**config.mk**
```make
export PLATFORM = sky130hd
export DESIGN_NAME = gptmr_top
export DESIGN_NICKNAME = d
export VERILOG_FILES = /design/src/rtl/gptmr_pkg.sv /design/src/rtl/gptmr_sync.sv /design/src/rtl/gptmr_presc.sv /design/src/rtl/gptmr_cnt.sv /design/src/rtl/gptmr_top.sv
export SDC_FILE = /design/constraint.sdc
export NUM_CORES = 1
export LEC_CHECK = 0
export BUFFER_PORTS_ARGS = -buffer_cell sky130_fd_sc_hd__buf_2
export CAP_MARGIN = 20
export CORE_MARGIN = 2
export CORE_UTILIZATION = 44
export DETAILED_ROUTE_END_ITERATION = 6
export SETUP_SLACK_MARGIN = 0.5
export SYNTH_ARGS = -nofsm -noshare
export SYNTH_HDL_FRONTEND = slang
export SYNTH_SLANG_ARGS = --single-unit
```
**constraint.sdc**
```tcl
create_clock -name clk -period 6.4 [get_ports clk]
set_input_delay 0 -clock clk [delete_from_list [all_inputs] [get_ports clk]]
set_output_delay 0 -clock clk [all_outputs]
set_load 0.1 [all_outputs]
```
**src/rtl/gptmr_pkg.sv**
```systemverilog
`timescale 1ns/1ps
package gptmr_pkg;

    parameter int CNT_W  = 8;
    parameter int PSEL_W = 4;
    localparam int PH_W  = (1 << PSEL_W) - 1;

    typedef struct packed {
        logic              run;
        logic              pol;
        logic              ext_src;
        logic              gate_en;
        logic [PSEL_W-1:0] psel;
    } ctrl_t;

    localparam int CTRL_W = $bits(ctrl_t);

    typedef enum logic [1:0] {
        SRC_FREE  = 2'd0,
        SRC_GATED = 2'd1,
        SRC_EDGE  = 2'd2
    } src_e;

    function automatic src_e decode_src(ctrl_t c);
        if (c.ext_src)      return SRC_EDGE;
        else if (c.gate_en) return SRC_GATED;
        else                return SRC_FREE;
    endfunction

    // terminal phase value for a divisor of 2^s
    function automatic logic [PH_W-1:0] div_mask(logic [PSEL_W-1:0] s);
        logic [PH_W:0] w;
        w = (PH_W+1)'(1) << s;
        w = w - (PH_W+1)'(1);
        return w[PH_W-1:0];
    endfunction

endpackage

```
**src/rtl/gptmr_sync.sv**
```systemverilog
`timescale 1ns/1ps
module gptmr_sync #(
    parameter int SYNC_N = 2
) (
    input  logic clk,
    input  logic rst,
    input  logic pin_in,
    output logic lvl,
    output logic rise,
    output logic fall
);
    logic [SYNC_N:0] sh;

    always_ff @(posedge clk) begin
        if (rst) sh <= '0;
        else     sh <= {sh[SYNC_N-1:0], pin_in};
    end

    assign lvl  = sh[SYNC_N-1];
    assign rise =  sh[SYNC_N-1] & ~sh[SYNC_N];
    assign fall = ~sh[SYNC_N-1] &  sh[SYNC_N];
endmodule

```
**src/rtl/gptmr_presc.sv**
```systemverilog
`timescale 1ns/1ps
module gptmr_presc import gptmr_pkg::*; (
    input  logic              clk,
    input  logic              rst,
    input  logic              restart,
    input  logic              evt,
    input  logic [PSEL_W-1:0] psel,
    output logic              carry
);
    logic [PH_W-1:0] ph;

    assign carry = evt & ~restart & (ph == div_mask(psel));

    always_ff @(posedge clk) begin
        if (rst || restart) ph <= '0;
        else if (evt)       ph <= carry ? '0 : ph + 1'b1;
    end
endmodule

```
**src/rtl/gptmr_cnt.sv**
```systemverilog
`timescale 1ns/1ps
module gptmr_cnt #(
    parameter int W = 8
) (
    input  logic         clk,
    input  logic         rst,
    input  logic         inc,
    input  logic         clr_ovf,
    output logic [W-1:0] count,
    output logic         ovf
);
    logic wrap;
    assign wrap = inc & (count == '1);

    always_ff @(posedge clk) begin
        if (rst) begin
            count <= '0;
            ovf   <= 1'b0;
        end else begin
            if (inc) count <= count + 1'b1;
            if (wrap)         ovf <= 1'b1;
            else if (clr_ovf) ovf <= 1'b0;
        end
    end
endmodule

```
**src/rtl/gptmr_top.sv**
```systemverilog
`timescale 1ns/1ps
module gptmr_top import gptmr_pkg::*; (
    input  logic              clk,
    input  logic              rst,
    input  logic              wr_en,
    input  logic [CTRL_W-1:0] wr_data,
    input  logic              tick_in,
    input  logic              pin_in,
    input  logic              ovf_clr,
    output logic [CNT_W-1:0]  count,
    output logic              ovf
);
    ctrl_t cfg_q;
    src_e  mode;
    logic  pin_lvl, pin_rise, pin_fall;
    logic  qual, evt, step;

    always_ff @(posedge clk) begin
        if (rst)        cfg_q <= '0;
        else if (wr_en) cfg_q <= ctrl_t'(wr_data);
    end

    gptmr_sync #(.SYNC_N(2)) u_sync (
        .clk(clk), .rst(rst), .pin_in(pin_in),
        .lvl(pin_lvl), .rise(pin_rise), .fall(pin_fall)
    );

    assign mode = decode_src(cfg_q);

    always_comb begin
        case (mode)
            SRC_FREE:  qual = tick_in;
            SRC_GATED: qual = tick_in & (pin_lvl == cfg_q.pol);
            SRC_EDGE:  qual = cfg_q.pol ? pin_fall : pin_rise;
            default:   qual = 1'b0;
        endcase
    end

    assign evt = cfg_q.run & qual & ~wr_en;

    gptmr_presc u_presc (
        .clk(clk), .rst(rst), .restart(wr_en), .evt(evt),
        .psel(cfg_q.psel), .carry(step)
    );

    gptmr_cnt #(.W(CNT_W)) u_cnt (
        .clk(clk), .rst(rst), .inc(step), .clr_ovf(ovf_clr),
        .count(count), .ovf(ovf)
    );
endmodule

```
Yosys cells after proc, flatten, opt, wreduce, memory -nomap -nowiden
Cells that the tools add are included.
Cells by class
  reductions and logical operators: 3
  shifts and indexed selects: 1
  equal/unequal tests: 5
  bitwise operators: 11
  add/sub/neg operators: 3
  muxes and demuxes: 7
Operator list (count)
  $add 15x1->15 const B: 1
  $eq 15x15->1: 1
  $mux 15: 1
  $shl 1x4->15 const A: 1
  $sub 15x1->15 const B: 1
  $add 8x1->8 const B: 1
  $and 1x1->1: 8
  $eq 8x8->1 const B: 1
  $mux 1: 4
  $not 1->1: 3
  $pmux 1 s3: 1
  $eq 2x1->1 const B: 1
  $eq 2x2->1 const B: 1
  $logic_not 2->1: 1
  $mux 2: 1
  $reduce_bool 2->1: 1
  $eq 1x1->1: 1
  $logic_or 1x1->1: 1
Word-level totals
  output and inout bits: 9
  bits of input ports: 14
  register bits after elaboration: 35

Longest topological paths before layout
  depth in word-level cells: 10
  mapped depth: 14
  depth with buffers taken out: 9

Cells and area by module
A second synthesis with hierarchy kept.
Second synthesis, totals
  cell total of the unflattened synthesis: 252
  area, all modules: 2125.8 µm²
By module, submodules not included
  gptmr_presc: area each 1317.5 µm², cells each 170, instances 1
  gptmr_cnt: area each 381.6 µm², cells each 42, instances 1
  gptmr_top: area each 335.3 µm², cells each 32, instances 1
  gptmr_sync: area each 91.3 µm², cells each 8, instances 1

Worst setup path before layout
Ideal clock, no wire load.
  path kind: register to register
  from: reg cfg_q[0] (netlist bit)
  to: reg u_cnt.count[7]
  clock period less this slack: 3.305 ns
  data arrival time: 3.184 ns
  slack: 3.095 ns
  cell stages (with the launch flop): 13
  cells stage by stage: dfxtp_1 > buf_6 > clkbuf_1 > or4b_2 > ha_1 > clkbuf_1 > or3_1 > a21o_1 > a21o_1 > a211oi_2 > nand4_2 > nor3_1 > mux2_2
On the way
  cells in the longest elaborated chain, start to end: 4
RTL lines
  start: declaration: line gptmr_top.sv:13  | ctrl_t cfg_q;
  start signal: assignment: line gptmr_top.sv:20  | else if (wr_en) cfg_q <= ctrl_t'(wr_data);
  $shl 1x4->15: line gptmr_pkg.sv:33  | w = (PH_W+1)'(1) << s;
  $sub 15x1->15: line gptmr_pkg.sv:34  | w = w - (PH_W+1)'(1);
  $eq 15x15->1: line gptmr_presc.sv:12  | assign carry = evt & ~restart & (ph == div_mask(psel));
  $and 1x1->1: line gptmr_presc.sv:12
  end signal: assignment: line gptmr_cnt.sv:20  | if (inc) count <= count + 1'b1;
  end: declaration: line gptmr_cnt.sv:9  | output logic [W-1:0] count,
No other way between the ends.
A chain may end at the register's enable or synchronous reset.

Final worst setup path
  from: reg cfg_q[0] (netlist bit)
  to: reg u_cnt.count[6]
The elaborated chain is that of the path after synthesis.

==> impl_metrics.yaml <==
status:
  outcome: "finished clean"
drt:
  dr.pass1.iters: 4
  via_per_inst: 5.26
  detail-route-antenna-nets: 0
  drc: 0
  drt_iter0_drc: 81
  wl_per_cell_um: 12.7
  num_vias: 1673
  drt_wl_total_um: 4050
yosys:
  ys_warn_count: 0
  synth_top_area_share_pct: 35.0
  synth-edff-count: 0
  yosysUniqueCellTypes: 52
  syn_inst: 243
  synth_area_leader_cell: "dfxtp_1"
  synth_area_um2: 2000
  synth-adder-area-share_pct: 1.87
  synth.area.mux_share_pct: 6.68
  synth_area_leaders: "dfxtp_1, nor2_1, xnor2_1"
  synth_top_family_by_area: "simple AND/OR/NAND/NOR gates"
  synth_nets: 260
  yosysMostFrequentCell: "dfxtp_1"
  synth-simple-area-share_pct: 25.7
  ys_seq_area_share_pct: 35.0
  avgSynthCellArea_um2: 8.24
  synthFlopType: "dfxtp_1"
  synth_seq_cells: 35
  synth_compound_area_share_pct: 15.2
  async_flop_share_pct: 0
  synth_xor_xnor_area_share_pct: 9.62
  yosys-top-cells-count: "dfxtp_1, nor2_1, nand2_1, nand3_1, xnor2_1"
placed_design:
  dp_slack_ns: 2.76
  place_congestion: 0.799
  portBuffers: 22
  place_inst: 300
  hpwl_um: 2800
sta:
  tightest_slew_ns: 0.784
  rsz0062_at_grt: "false"
  slew_viol_final: 0
  hold_violations: 0
  fmax_mhz: 274
  clock_skew_ns: 0.00831
  fin_hold_ws_ns: 0.101
  finalSetupViolations: 0
  layout_setup_ws_ns: 2.76
  slew_headroom_pct: 47.7
  finalCriticalPeriod_ns: 3.64
  tns_ns: 0
  post-route-period-util_pct: 56.9
global_route:
  grt_max_degree: 27
  antenna_found_initial: 0
  track_usage_pct: 17.4
  first_global_vias: 1621
  grt_overflow: 0
  grt_first_pass_wirelength_um: 7160
worst_setup_path:
  crit_top_cell: "a21o_1"
  crit_fanout: 17
  max_stage_delay_ns: 0.67
  path_cells: "or4b_2 > ha_1 > or3_1 > a21o_1 > a21o_1 > a211oi_2 > nand4_2 > nor3_1 > mux2_2"
  critical_path_required_ns: 6.58
  worstSetupStartpointType: "flip-flop"
  setup.worst_path.end_class: "flip-flop"
  crit_arrival_ns: 3.82
  worst_path_max_delay_cell: "dfxtp_1"
  path_class: "flip-flop to flip-flop"
cts:
  clk_path_buf_depth: 2
  clk_pin_slew_ns: 0.07
  tritoncts: "done"
  cts_resized: 0
  cts_root_buffer: "clkbuf_8"
  post_cts_buffers: 0
  numClockSinks: 35
  h-tree-depth: 2
  cts-buffers-inserted: 5
  clk_latency_ns: 0.29
floorplanning:
  die-height_um: 71.5
  core-area_um2: 4380
  die_x_um: 71.5
  dieArea_um2: 5110
  rows: 24
  start_util_pct: 45.7
  ioPinCount: 23
pwr:
  power-per-cell-area_nw_per_um2: 194
  p_total_w: 0.000442
  power.leakage_nw: 0.881
  ir_drop_uv: 117
cells_and_area:
  area_growth_pct: 14.0
  stdcell_count: 318
  final_nets: 282
  drive_gt1_share_pct: 14.7
  diodes: 0
min_path:
  hp-class: "input pin to flip-flop"
job:
  maxCapViolCount: 0
where the power goes:
group	leakage, nW	total, W	switching [W]	internal (W)
registers	0.284	0.000231	0.00000923	0.000221
clock network	0.0412	0.000158	0.0000815	0.0000760
logic	0.556	0.0000539	0.0000249	0.0000290
final timing paths:
path / start / to / slack, ns / depth (start not counted)
max: cfg_q[0]$_SDFFE_PP0P_ / u_cnt.count[6]$_SDFFE_PP0N_ / 2.76 / 9
min: wr_en / cfg_q[7]$_SDFFE_PP0P_ / 0.10 / 3
max reg2reg: cfg_q[0]$_SDFFE_PP0P_ / u_cnt.count[6]$_SDFFE_PP0N_ / 2.76 / 9
min reg2reg: u_sync.sh[0]$_SDFF_PP0_ / u_sync.sh[1]$_SDFF_PP0_ / 0.44 / 1
placed cells by master (no fill, tap or decap), types with 5 or more instances in the layout:
cell / netlist / final
a21oi_1: 7 / 7
buf_2: 4 / 22
clkbuf_8: 0 / 5
dfxtp_1: 35 / 35
dlygate4sd3_1: 0 / 10
inv_1: 10 / 10
mux2i_1: 10 / 10
nand2_1: 16 / 16
nand3_1: 13 / 13
nor2_1: 31 / 31
nor2b_1: 7 / 7
nor3_1: 6 / 6
o21ai_0: 9 / 9
or3_1: 5 / 5
xnor2_1: 12 / 12
xor2_1: 10 / 10
worst max-delay path, delay by kind of cell (launching register included):
family          cells  cell delay (ns)
flops               1             0.67
simple gates        4             1.63
compound gates      3             0.54
fa+ha+maj           1             0.32
mux                 1             0.35
registers in the layout, indices dropped and copies added, names as in the netlist:
name         flops
u_presc.ph      15
cfg_q            8
u_cnt.count      8
u_sync.sh        3
u_cnt.ovf        1
final cells by class:
type | count | area, um^2
inverter | 10 | 37.5
sequential | 35 | 701
tap | 52 | 65.1
multi-input combinational | 181 | 1180
timing repair buffer | 32 | 210
fill | 430 | 2100
clock inverter | 2 | 12.5
clock buffer | 6 | 72.6
kinds of logic (layout without fill, tap and decap cells):
| logic type | Yosys count | after routing |
|---|---|---|
| multiplexers | 13 | 13 |
| buffers and inverters | 27 | 50 |
| AO/OA/AOI/OAI | 43 | 43 |
| XOR/XNOR | 22 | 22 |
| AND/OR/NAND/NOR | 100 | 100 |
| adder cells (fa/ha/maj) | 3 | 3 |
| flip-flops | 35 | 35 |
routing by layer:
layer | GRT usage [%] | part of all wire, %
met1 | 22.8 | 52
met2 | 28.4 | 44
met3 | 4.64 | 3.4
met4 | 4.40 | 1.0
met5 | 0 | 0
per-stage QoR:
step,utilization [%],area [um^2]
floorplan,-,2000
global placement,47.9,2100
detailed placement,47.9,2100
CTS,52.1,2280
global route,52.1,2280
finish,52.1,2280
repair_timing:
item | 4_1_cts | 5_1_grt
hold endpoints to repair | 10 | 0
endpoints found under the setup margin | 0 | 0
hold buffers | 10 | 0
Note: power is estimated with default switching activity, not from simulation.
